### src/rtl/sba_pkg.sv
package sba_pkg;
  localparam int unsigned WORD_W = 32;
  localparam int unsigned ADDR_W = 2 * WORD_W;

  typedef enum logic [2:0] {
    SEL_CTRL    = 3'd0,
    SEL_ADDR_LO = 3'd1,
    SEL_ADDR_HI = 3'd2,
    SEL_DATA_LO = 3'd3,
    SEL_DATA_HI = 3'd4
  } sba_sel_e;

  localparam logic [2:0] ERR_FAULT = 3'd2;
  localparam logic [2:0] ERR_SIZE  = 3'd3;

  // control word field positions
  localparam int unsigned CTL_SIZE_LSB = 0;
  localparam int unsigned CTL_AINC_BIT = 3;
  localparam int unsigned CTL_ERR_LSB  = 4;
  localparam int unsigned CTL_BUSY_BIT = 7;
  localparam int unsigned CTL_BERR_BIT = 8;
  localparam int unsigned CTL_CAP_LSB  = 9;
  localparam int unsigned CTL_ASZ_LSB  = 13;
  localparam int unsigned CTL_VER_LSB  = 29;
endpackage

### src/rtl/sba_cap.sv
module sba_cap #(
  parameter int unsigned MAX_BITS = 64
) (
  input  logic [2:0] size_code_i,
  output logic [3:0] cap_o,
  output logic       size_ok_o,
  output logic [2:0] version_o,
  output logic [6:0] asize_o
);
  localparam bit HAS_BUS = (MAX_BITS > 0);

  for (genvar i = 0; i < 4; i++) begin : g_cap
    assign cap_o[i] = (MAX_BITS >= (32'd8 << i)) ? 1'b1 : 1'b0;
  end

  assign size_ok_o = !size_code_i[2] && cap_o[size_code_i[1:0]];
  assign version_o = HAS_BUS ? 3'd1 : 3'd0;
  assign asize_o   = HAS_BUS ? 7'd64 : 7'd0;
endmodule

### src/rtl/sba_addr.sv
module sba_addr #(
  parameter int unsigned WORD_W = 32,
  localparam int unsigned AW = 2 * WORD_W
) (
  input  logic              clk_i,
  input  logic              rst_ni,
  input  logic              lo_we_i,
  input  logic              hi_we_i,
  input  logic [WORD_W-1:0] wdata_i,
  input  logic              inc_i,
  input  logic [3:0]        inc_bytes_i,
  output logic [AW-1:0]     addr_o
);
  logic [AW-1:0] addr_q, addr_sum;

  // full-width add carries low word into high word
  assign addr_sum = addr_q + {{(AW-4){1'b0}}, inc_bytes_i};

  always_ff @(posedge clk_i or negedge rst_ni) begin
    if (!rst_ni) begin
      addr_q <= '0;
    end else if (inc_i) begin
      addr_q <= addr_sum;
    end else begin
      if (lo_we_i) addr_q[WORD_W-1:0]  <= wdata_i;
      if (hi_we_i) addr_q[AW-1:WORD_W] <= wdata_i;
    end
  end

  assign addr_o = addr_q;
endmodule

### src/rtl/sba_data.sv
module sba_data #(
  parameter int unsigned WORD_W = 32,
  localparam int unsigned DW = 2 * WORD_W
) (
  input  logic              clk_i,
  input  logic              rst_ni,
  input  logic              lo_we_i,
  input  logic              hi_we_i,
  input  logic [WORD_W-1:0] wdata_i,
  input  logic              load_i,
  input  logic [1:0]        load_size_i,
  input  logic [DW-1:0]     rdata_i,
  output logic [DW-1:0]     data_o
);
  logic [WORD_W-1:0] lo_q, hi_q;

  always_ff @(posedge clk_i or negedge rst_ni) begin
    if (!rst_ni) begin
      lo_q <= '0;
      hi_q <= '0;
    end else if (load_i) begin
      unique case (load_size_i)
        2'd0: lo_q <= {{(WORD_W-8){1'b0}}, rdata_i[7:0]};
        2'd1: lo_q <= {{(WORD_W-16){1'b0}}, rdata_i[15:0]};
        2'd2: lo_q <= rdata_i[WORD_W-1:0];
        default: begin
          lo_q <= rdata_i[WORD_W-1:0];
          hi_q <= rdata_i[DW-1:WORD_W];
        end
      endcase
    end else begin
      if (lo_we_i) lo_q <= wdata_i;
      if (hi_we_i) hi_q <= wdata_i;
    end
  end

  assign data_o = {hi_q, lo_q};
endmodule

### src/rtl/sba_master.sv
module sba_master
  import sba_pkg::*;
#(
  parameter int unsigned MAX_BITS = 64
) (
  input  logic        clk_i,
  input  logic        rst_ni,
  input  logic        reg_we_i,
  input  logic [2:0]  reg_sel_i,
  input  logic [31:0] reg_wdata_i,
  output logic [31:0] reg_rdata_o,
  input  logic        rd_go_i,
  input  logic        wr_go_i,
  output logic        busy_o,
  output logic        bus_req_o,
  output logic        bus_we_o,
  output logic [63:0] bus_addr_o,
  output logic [1:0]  bus_size_o,
  output logic [63:0] bus_wdata_o,
  input  logic        bus_rsp_i,
  input  logic [63:0] bus_rdata_i,
  input  logic        bus_fault_i
);
  localparam bit HAS_BUS = (MAX_BITS > 0);

  sba_sel_e sel;
  assign sel = sba_sel_e'(reg_sel_i);

  logic [2:0] size_q;
  logic       ainc_q;
  logic [2:0] err_q, err_d;
  logic       busy_q, berr_q, berr_d;
  logic       req_q, pend_we_q;
  logic [1:0] pend_size_q;

  logic [3:0] cap;
  logic       size_ok;
  logic [2:0] version;
  logic [6:0] asize;
  logic [ADDR_W-1:0] addr;
  logic [ADDR_W-1:0] data;

  logic go, issue, bad_size, clash, done, ctrl_we;
  assign go       = rd_go_i || wr_go_i;
  assign issue    = go && !busy_q && size_ok;
  assign bad_size = go && !busy_q && !size_ok;
  assign clash    = go && busy_q;
  assign done     = bus_rsp_i && busy_q;
  assign ctrl_we  = reg_we_i && (sel == SEL_CTRL);

  sba_cap #(.MAX_BITS(MAX_BITS)) u_cap (
    .size_code_i (size_q),
    .cap_o       (cap),
    .size_ok_o   (size_ok),
    .version_o   (version),
    .asize_o     (asize)
  );

  sba_addr #(.WORD_W(WORD_W)) u_addr (
    .clk_i       (clk_i),
    .rst_ni      (rst_ni),
    .lo_we_i     (reg_we_i && sel == SEL_ADDR_LO),
    .hi_we_i     (reg_we_i && sel == SEL_ADDR_HI),
    .wdata_i     (reg_wdata_i),
    .inc_i       (HAS_BUS && done && !bus_fault_i && ainc_q),
    .inc_bytes_i (4'd1 << pend_size_q),
    .addr_o      (addr)
  );

  sba_data #(.WORD_W(WORD_W)) u_data (
    .clk_i       (clk_i),
    .rst_ni      (rst_ni),
    .lo_we_i     (reg_we_i && sel == SEL_DATA_LO),
    .hi_we_i     (reg_we_i && sel == SEL_DATA_HI),
    .wdata_i     (reg_wdata_i),
    .load_i      (done && !pend_we_q && !bus_fault_i),
    .load_size_i (pend_size_q),
    .rdata_i     (bus_rdata_i),
    .data_o      (data)
  );

  // W1C first, then new events override
  always_comb begin
    err_d  = err_q;
    berr_d = berr_q;
    if (ctrl_we) begin
      err_d  = err_q & ~reg_wdata_i[CTL_ERR_LSB +: 3];
      berr_d = berr_q & ~reg_wdata_i[CTL_BERR_BIT];
    end
    if (bad_size)             err_d  = ERR_SIZE;
    if (done && bus_fault_i)  err_d  = ERR_FAULT;
    if (clash)                berr_d = 1'b1;
  end

  always_ff @(posedge clk_i or negedge rst_ni) begin
    if (!rst_ni) begin
      size_q      <= '0;
      ainc_q      <= 1'b0;
      err_q       <= '0;
      berr_q      <= 1'b0;
      busy_q      <= 1'b0;
      req_q       <= 1'b0;
      pend_we_q   <= 1'b0;
      pend_size_q <= '0;
    end else begin
      err_q  <= err_d;
      berr_q <= berr_d;
      req_q  <= issue;
      if (ctrl_we) begin
        size_q <= reg_wdata_i[CTL_SIZE_LSB +: 3];
        ainc_q <= reg_wdata_i[CTL_AINC_BIT];
      end
      if (issue) begin
        busy_q      <= 1'b1;
        pend_we_q   <= wr_go_i;
        pend_size_q <= size_q[1:0];
      end else if (done) begin
        busy_q <= 1'b0;
      end
    end
  end

  logic [31:0] ctrl_word;
  always_comb begin
    ctrl_word = '0;
    ctrl_word[CTL_SIZE_LSB +: 3] = size_q;
    ctrl_word[CTL_AINC_BIT]      = ainc_q;
    ctrl_word[CTL_ERR_LSB +: 3]  = err_q;
    ctrl_word[CTL_BUSY_BIT]      = busy_q;
    ctrl_word[CTL_BERR_BIT]      = berr_q;
    ctrl_word[CTL_CAP_LSB +: 4]  = cap;
    ctrl_word[CTL_ASZ_LSB +: 7]  = asize;
    ctrl_word[CTL_VER_LSB +: 3]  = version;
  end

  always_comb begin
    unique case (sel)
      SEL_CTRL:    reg_rdata_o = ctrl_word;
      SEL_ADDR_LO: reg_rdata_o = addr[WORD_W-1:0];
      SEL_ADDR_HI: reg_rdata_o = addr[ADDR_W-1:WORD_W];
      SEL_DATA_LO: reg_rdata_o = data[WORD_W-1:0];
      SEL_DATA_HI: reg_rdata_o = data[ADDR_W-1:WORD_W];
      default:     reg_rdata_o = '0;
    endcase
  end

  assign busy_o      = busy_q;
  assign bus_req_o   = req_q;
  assign bus_we_o    = pend_we_q;
  assign bus_size_o  = pend_size_q;
  assign bus_addr_o  = addr;
  assign bus_wdata_o = data;
endmodule

### config.mk
export PLATFORM = sky130hd
export DESIGN_NAME = sba_master
export DESIGN_NICKNAME = d
export VERILOG_FILES = /design/src/rtl/sba_pkg.sv /design/src/rtl/sba_cap.sv /design/src/rtl/sba_addr.sv /design/src/rtl/sba_data.sv /design/src/rtl/sba_master.sv
export SDC_FILE = /design/constraint.sdc
export NUM_CORES = 1
export LEC_CHECK = 0
export BUFFER_PORTS_ARGS = -buffer_cell sky130_fd_sc_hd__buf_4
export CAP_MARGIN = 20
export CELL_PAD_IN_SITES_DETAIL_PLACEMENT = 0
export CELL_PAD_IN_SITES_GLOBAL_PLACEMENT = 1
export CORE_ASPECT_RATIO = 1.25
export CORE_MARGIN = 8
export CORE_UTILIZATION = 35
export CTS_CLUSTER_DIAMETER = 200
export DETAILED_ROUTE_END_ITERATION = 10
export PLACE_DENSITY = 0.74
export SETUP_SLACK_MARGIN = 0.15
export SLEW_MARGIN = 5
export SYNTH_ARGS = -nofsm -noshare
export SYNTH_HDL_FRONTEND = slang
export SYNTH_SLANG_ARGS = --single-unit
### constraint.sdc
create_clock -name clk_i -period 4.61 [get_ports clk_i]
set_input_delay 0.922 -clock clk_i [delete_from_list [all_inputs] [get_ports clk_i]]
set_output_delay 0.922 -clock clk_i [all_outputs]
set_load 0.05 [all_outputs]
After elaboration in Yosys (flattened, before gate mapping)
Index checks and enable logic that the tools add are counted.

storage, ports and cells
  register bits = 141
  input port bits = 106
  output and inout bits = 165
  word-level logic and storage cells = 78

operators by class
  $add $sub $neg = 1
  $lt $le $gt $ge = 1
  equality and inequality tests = 7
  shift operators = 1
  muxes and demuxes = 19
  bitwise operators = 4
  reduce and logical (&&, ||, !) cells = 33

operators by type and width
  operator                                                                      count
  32-bit 2-to-1 mux                                                             7
  32-bit case mux with 5 select lines                                           1
  64-bit by 4-bit adder with 64-bit output                                      1
  64-bit 2-to-1 mux                                                             1
  32-bit case mux with 2 select lines                                           1
  1-bit logical AND                                                             16
  2-bit nonzero test                                                            6
  3-bit 2-to-1 mux                                                              3
  3-bit by 2-bit == test with 1-bit output, second input constant               2
  1-bit zero test                                                               5
  1-bit 2-to-1 mux                                                              5
  1-bit by 2-bit << shifter with 4-bit output, first input constant             1
  3-bit AND                                                                     1
  3-bit by 1-bit == test with 1-bit output, second input constant               1
  3-bit == test, second input constant                                          1
  3-bit zero test                                                               1
  2-bit by 3-bit less-than comparator with 1-bit output, second input constant  1
  3-bit NOT                                                                     1
  3-bit nonzero test                                                            1
  3-bit OR reduction                                                            1
  1-bit binary-select mux with 2-bit select                                     1
  2-bit by 1-bit == test with 1-bit output, second input constant               1
  2-bit == test, second input constant                                          1
  2-bit zero test                                                               1
  5 further kinds                                                               5

Logic depth before layout (Yosys ltp)
Gate-level depths: netlist of run 1.

  word-level depth = 7
  depth in mapped cells = 9
  depth with buffers taken out = 8

Hierarchy
A second synthesis of run 1 with hierarchy kept.

unflattened totals
  cell total of the unflattened synthesis = 1008
  area, all modules = 9581.7 um^2

by module, submodules not included
  module      instances  cells each  area an instance (um^2)  sequential area each (um^2)
  sba_addr    1          492         4295.4                   1601.5
  sba_data    1          275         3340.7                   1601.5
  sba_master  1          224         1829.3                   325.3
  sba_cap     1          17          116.4                    0.0

Worst setup path after synthesis of run 1
OpenSTA, ideal clock, no wires.

  path kind = input to output
  start = input port reg_sel_i[2]
  end = output port reg_rdata_o[6]
  arrival time = 2.582 ns
  data required time = 3.688 ns
  setup slack = 1.106 ns
  cell stages on the path = 5
  path buffers = 2
  path through = buf_2 buf_1 nor2_1 a21oi_1 o22ai_1

between the ends
  word-level cells in the longest chain between the ends = 2
  elaborated cells on any way between the ends = 6
  classes of those cells = eq/ne (4); mux (1); reduce/logical (1)

ends and longest elaborated chain
  item                                     line               text
  start: declaration                       sba_master.sv:9    input logic [2:0] reg_sel_i,
  3-bit == test (tied with other cells)    sba_master.sv:137  unique case (sel)
  32-bit case mux with 5 select lines (*)  sba_master.sv:137
  end: declaration                         sba_master.sv:11   output logic [31:0] reg_rdata_o,

Mark *: on every way between the ends. The rest lies on a longest branch, timed or not.

Worst setup path in the final report of run 1
  start = input port reg_sel_i[2]
  end = output port reg_rdata_o[13]

The elaborated chain is that of the path after synthesis.

==> flow_metrics.env, run 1 <==
export IMPL_outcome="finished, final reports clean"
export IMPL_drive_gt1_frac=0.284
export IMPL_slew_viol_final=0
export IMPL_wl_um=37000
export IMPL_crit_chain="buf_4 -> inv_1 -> nand2_1 -> nor2_1 -> buf_4 -> a22oi_1 -> nand2_1 -> buf_4"
export IMPL_drt_initial_drc_count=780
export IMPL_rrSetupSlack_ns=1.63
export IMPL_skew_ns=0.0117
export IMPL_stdcell_area_um2=11500
export IMPL_synth_seq_area_share=0.417
export IMPL_syn_inst=996
export IMPL_p_int_mw=4.01
export IMPL_min_from="u_data.hi_q[3]"
export IMPL_cp_top_family="buffers and inverters"
export IMPL_crit_slowest_cell="nand2_1"
export IMPL_gp_congestion=0.856
export IMPL_crit_top_cell="buf_4"
export IMPL_ys_top_cells_by_area="dfrtp_1, a21oi_1, mux2i_1, a22oi_1, nor2_1"
export IMPL_viasPerCell=5.78
export IMPL_root_buffer="clkbuf_16"
export IMPL_worst_pin_slew_ns=1.01
export IMPL_pwr_share_clk=0.180
export IMPL_die_y_um=190
export IMPL_reg2regPathDepth=8
export IMPL_die_x_um=155
export IMPL_antennaDiodeCount=0
export IMPL_swShare=0.522
export IMPL_slew_headroom=0.325
export IMPL_synth_top_cell_area_share=0.417
export IMPL_place_ws_ns=0.907
export IMPL_rsz0062_at_grt="no"
export IMPL_grt_usage=0.251
export IMPL_instances_no_fill=1578
export IMPL_antenna_left=0
export IMPL_async_reset_ff_frac=1.00
export IMPL_rows=63
export IMPL_post_route_drc_count=0
export IMPL_portBuffers=270
export IMPL_ir_drop_uv=371
export IMPL_initial_core_util=0.357
export IMPL_syn_nets=1106
export IMPL_first_pass_iters=8
export IMPL_combPwrFrac=0.529
export IMPL_clkSlewWorstSetupHoldPaths_ns=0.06
export IMPL_slowest_delay_ns=0.39
export IMPL_p_leak_nw=5.20
export IMPL_path_class="in2out"
export IMPL_hold_ws_ns=0.510
export IMPL_max_freq_ghz=0.270
export IMPL_cts_repair_resized=0
export IMPL_cts_buffer_depth=2
export IMPL_fin_tns_setup_ns=0
export IMPL_crit_start="reg_sel_i[2]"
export IMPL_switchingPower_mw=4.38
export IMPL_synth_cell_types=61
export IMPL_cts_sinks=141
export IMPL_hold_viol_final=0
export IMPL_cp_num_cells=8
export IMPL_synth_edf_count=0
export IMPL_maxCapViolations=0
export IMPL_endpoint_kind="output port"
export IMPL_core_area_um2=23700
export IMPL_numCtsBuffers=17
export IMPL_period_minus_slack_ns=3.71
export IMPL_via_count=9128
export IMPL_die_area_um2=29500
export IMPL_dp_hpwl_um=26700
export IMPL_num_io_pins=271
export IMPL_insertion_delay_ns=0.43
export IMPL_post_cts_buffers=0
export IMPL_synthFlopType="dfrtp_1"
export IMPL_grt_pass1_vias=9318
export IMPL_fin_util=0.485
export IMPL_grt_max_degree=88
export IMPL_worst_slack_ns=0.903
export IMPL_area_delta_synth_final_pct=35.8
export IMPL_tritoncts="done"
export IMPL_grt_pass1_wl_um=56800
export IMPL_path_buf_inv=4
export IMPL_ctsHoldBuffers=0
export IMPL_setup_viol=0
export IMPL_htree_levels=4
export IMPL_seq_power_share=0.291
export IMPL_finalPower_mw=8.40
export IMPL_p_per_area_nw_per_um2=730
export IMPL_final_cell_mix="buf_4, dfrtp_1, nor2_1"
export IMPL_start_kind="input pin"
export IMPL_placed_area_um2=10900
export IMPL_synth_seq_cells=141
export IMPL_endpoint="reg_rdata_o[13]"
export IMPL_reg2reg_from="bus_size_o[1]"
export IMPL_yosysTopAreaCell="dfrtp_1"
export IMPL_worstHoldPathType="reg2reg"
export IMPL_critPathMaxFanout=17
export IMPL_cp_data_required_time_ns=3.69
export IMPL_cp_arrival_ns=2.78
export IMPL_period_share=0.804
export IMPL_ys_warn_count=0
export IMPL_routedWlPerCell_um=23.5
export IMPL_reg2reg_to="u_addr.addr_o[50]"
export IMPL_netlist_area_um2=8470
export IMPL_placed_cells=1548
export IMPL_gr_total_overflow=0
export IMPL_antenna_found_initial=0
export IMPL_final_common_cell="buf_4"
export IMPL_post_synth_cell_area_avg_um2=8.50
export IMPL_nNetsFinal=1352
[registers in the layout, indices dropped and copies added, names as in the netlist]
register / count
u_addr.addr_o: 64
bus_req_o: 1
err_q: 3
berr_q: 1
bus_size_o: 2
busy_o: 1
u_data.hi_q: 32
bus_we_o: 1
u_data.lo_q: 32
ainc_q: 1
size_q: 3
[kinds of logic after synthesis]
logic type | count (synthesis) | synth area share
and+or+nand+nor | 366 | 0.210
AOI/OAI and AO/OA | 331 | 0.249
DFF | 141 | 0.417
buffers and inverters | 88 | 0.0405
muxes | 57 | 0.0687
xor gates and xnor gates | 8 | 0.00827
adders and majority gates | 5 | 0.00709
[tightest hold or removal path: cells and delay by family, from the launching register on]
family	cells	cell delay, ns
and+or+nand+nor	1	0.05
DFF	1	0.36
AOI/OAI and AO/OA	1	0.06
[power by group through the flow]
stage          registers (mW)  logic [mW]  clock network, mW
4_1_cts                  2.44        4.47               1.54
3_5_place_dp             2.45        4.46                  0
2_1_floorplan            3.85        1.41                  0
5_1_grt                  2.52        4.71               1.60
6_report                 2.44        4.44               1.52
3_3_place_gp             2.46        4.42                  0
[worst min path at each step]
stage | slack (ns) | depth (start not counted) | to
4_1_cts | 0.51 | 2 | u_data.hi_q[3]
3_3_place_gp | 0.49 | 2 | u_data.hi_q[3]
2_1_floorplan | 0.47 | 1 | berr_q
5_1_grt | 0.54 | 2 | u_data.hi_q[10]
6_report | 0.51 | 2 | u_data.hi_q[3]
3_5_place_dp | 0.50 | 1 | err_q[0]
[synth_stat cells (all sizes together), types with 4 or more instances]
library cell  number
a211oi            25
a21boi             9
a21oi             98
a22oi             62
a311oi             7
a31oi              7
and2              14
and3              17
buf               17
clkbuf            49
dfrtp            141
ha                 4
inv               22
mux2               9
mux2i             48
nand2             88
nand3             32
nand4             10
nor2             113
nor2b              5
nor3              40
nor4              22
o21a               6
o21ai             63
o221a              4
o22ai             23
o31ai              7
o32ai              4
o41ai              5
or2                4
or3                5
xnor2              7
[routing by layer]
metal  track usage  vias up  wire length [um]
met1         0.312     4445             15200
met3        0.0565       72              2680
li1              -     4206                 -
met4         0.116        0              1300
met2         0.408      405             17800
met5             0        -                 0
[layout make-up]
type	instances	area, um^2
Multi-Input combinational cell	767	4630
Tap cell	325	407
Inverter	22	82.6
Clock inverter	11	194
Fill cell	2356	12200
Sequential cell	141	3530
Timing Repair Buffer	293	2230
Clock buffer	19	433
Power figures use the tool's default switching activity.
==> inputs of run 2 (changes only) <==
Settings changed: CORE_UTILIZATION 35 to 34, PLACE_DENSITY 0.74 to 0.75.
Clock period 4.61 ns to 3.1 ns, I/O delays scaled along.
==> run 2 against run 1 <==
- power up 50%
- final cell count up 2.2%
- critical path depth up 1
==> flow_metrics.env, run 2 (synthesis results as in run 1) <==
export IMPL_period_share=0.920
export IMPL_start_kind="flip-flop"
export IMPL_outcome="finished, final reports clean"
export IMPL_rsz0062_at_grt="yes"
export IMPL_switchingPower_mw=6.51
export IMPL_grt_max_degree=61
export IMPL_swShare=0.516
export IMPL_die_area_um2=30300
export IMPL_grt_pass1_vias=9368
export IMPL_cp_data_required_time_ns=3.41
export IMPL_first_pass_iters=7
export IMPL_slew_viol_final=0
export IMPL_p_int_mw=6.10
export IMPL_path_class="reg2reg"
export IMPL_gp_congestion=0.890
export IMPL_largest_reg_flops=64
export IMPL_worstHoldPathType="in2async"
export IMPL_combPwrFrac=0.535
export IMPL_post_cts_buffers=0
export IMPL_final_common_cell="buf_4"
export IMPL_via_count=9258
export IMPL_htree_levels=4
export IMPL_wl_um=37400
export IMPL_cp_arrival_ns=3.16
export IMPL_n_fill_cell=2485
export IMPL_seq_power_share=0.281
export IMPL_dp_hpwl_um=27600
export IMPL_final_cell_mix="buf_4, dfrtp_1, nor2_1"
export IMPL_maxCapViolations=0
export IMPL_seq_area_um2=3530
export IMPL_tritoncts="done"
export IMPL_insertion_delay_ns=0.43
export IMPL_antenna_left=0
export IMPL_critPathMaxFanout=9
export IMPL_p_leak_nw=5.37
export IMPL_setup_viol=0
export IMPL_cts_buffer_depth=2
export IMPL_portBuffers=270
export IMPL_post_route_drc_count=0
export IMPL_p_per_area_nw_per_um2=1070
export IMPL_num_io_pins=271
export IMPL_core_area_um2=24500
export IMPL_grt_usage=0.243
export IMPL_cts_sinks=141
export IMPL_root_buffer="clkbuf_16"
export IMPL_gr_total_overflow=0
export IMPL_period_minus_slack_ns=2.85
export IMPL_max_freq_ghz=0.351
export IMPL_slew_headroom=0.395
export IMPL_fin_tns_setup_ns=0
export IMPL_reg2regPathDepth=9
export IMPL_pwr_share_clk=0.184
export IMPL_numCtsBuffers=17
export IMPL_worst_pin_slew_ns=0.904
export IMPL_multi_input_area_um2=4640
export IMPL_nNetsFinal=1381
export IMPL_drive_gt1_frac=0.302
export IMPL_hold_ws_ns=0.156
export IMPL_area_delta_synth_final_pct=39.2
export IMPL_ir_drop_uv=575
export IMPL_routedWlPerCell_um=23.2
export IMPL_antennaDiodeCount=0
export IMPL_hold_viol_final=0
export IMPL_viasPerCell=5.74
export IMPL_drt_initial_drc_count=720
export IMPL_clkSlewWorstSetupHoldPaths_ns=0.06
export IMPL_die_y_um=192
export IMPL_initial_core_util=0.346
export IMPL_endpoint_kind="flip-flop"
export IMPL_skew_ns=0.0121
export IMPL_grt_pass1_wl_um=56400
export IMPL_rows=64
export IMPL_die_x_um=157
export IMPL_antenna_found_initial=0
==> run 2: changes by cell type in the layout (fill, tap and decap cells not counted), sizes merged <==
cell	previous run	this run
clkbuf	19	21
clkinvlp	1	0
buf	293	322
==> run 2: repair_timing <==
item,in CTS,in global routing
setup endpoints to repair,0,4
hold buffers,0,0
resized for setup,0,1
==> run 2: critical path: stages (launching register included) <==
cell and delay (ns):
dfrtp_1 0.46, nor2b_1 0.27, xor2_1 0.20, ha_1 0.25
o32a_1 0.40, nand4_1 0.38, buf_4 0.30, nor3_1 0.18
nor3_1 0.06, a211o_1 0.24
==> run 2: path summary, 6_finish.rpt <==
| path | startpoint | endpoint | slack, ns |
|---|---|---|---|
| max | bus_size_o[0] | u_addr.addr_o[46] | 0.25 |
| min | rst_ni | u_data.lo_q[24] | 0.16 |
| max reg2reg | bus_size_o[0] | u_addr.addr_o[46] | 0.25 |
| min reg2reg | u_data.hi_q[11] | u_data.hi_q[11] | 0.52 |
| max in group asynchronous | rst_ni | u_addr.addr_o[41] | 2.16 |
| min in group clk_i | wr_go_i | bus_we_o | 0.43 |
==> run 2: power by group through the flow <==
stage	Combinational (mW)	Sequential (mW)	Clock, mW
finish	6.74	3.55	2.32
global route	7.14	3.66	2.43
CTS	6.78	3.54	2.35
detailed placement	6.76	3.56	0
global placement	6.71	3.56	0
floorplan	2.10	5.72	0
==> run 2: cell type report <==
cell class | count | area share
Multi-Input combinational cell | 767 | 0.393
Sequential cell | 141 | 0.299
Timing Repair Buffer | 322 | 0.210
Clock buffer | 21 | 0.0399
Tap cell | 330 | 0.0350
Clock inverter | 10 | 0.0158
Inverter | 22 | 0.00701
==> run 2: routing by layer <==
| metal | track usage | vias to the layer above | share of wire |
|---|---|---|---|
| met5 | 0 | - | 0 |
| met4 | 0.0921 | 0 | 0.028 |
| met3 | 0.0531 | 60 | 0.081 |
| met2 | 0.408 | 418 | 0.49 |
| met1 | 0.301 | 4505 | 0.40 |
| li1 | - | 4275 | - |
==> run 2: through the flow <==
stage | instance area, um^2 | std cells | setup slack (ns) | utilization | power (mW)
3_5_place_dp | 11100 | 1582 | 0.357 | 0.454 | 10.3
6_report | 11800 | 1613 | 0.247 | 0.481 | 12.6
2_1_floorplan | 8470 | 996 | 0.200 | - | 7.82
4_1_cts | 11800 | 1613 | 0.275 | 0.481 | 12.7
5_1_grt | 11800 | 1613 | 0.128 | 0.481 | 13.2
3_3_place_gp | 11100 | 1582 | 0.441 | 0.454 | 10.3
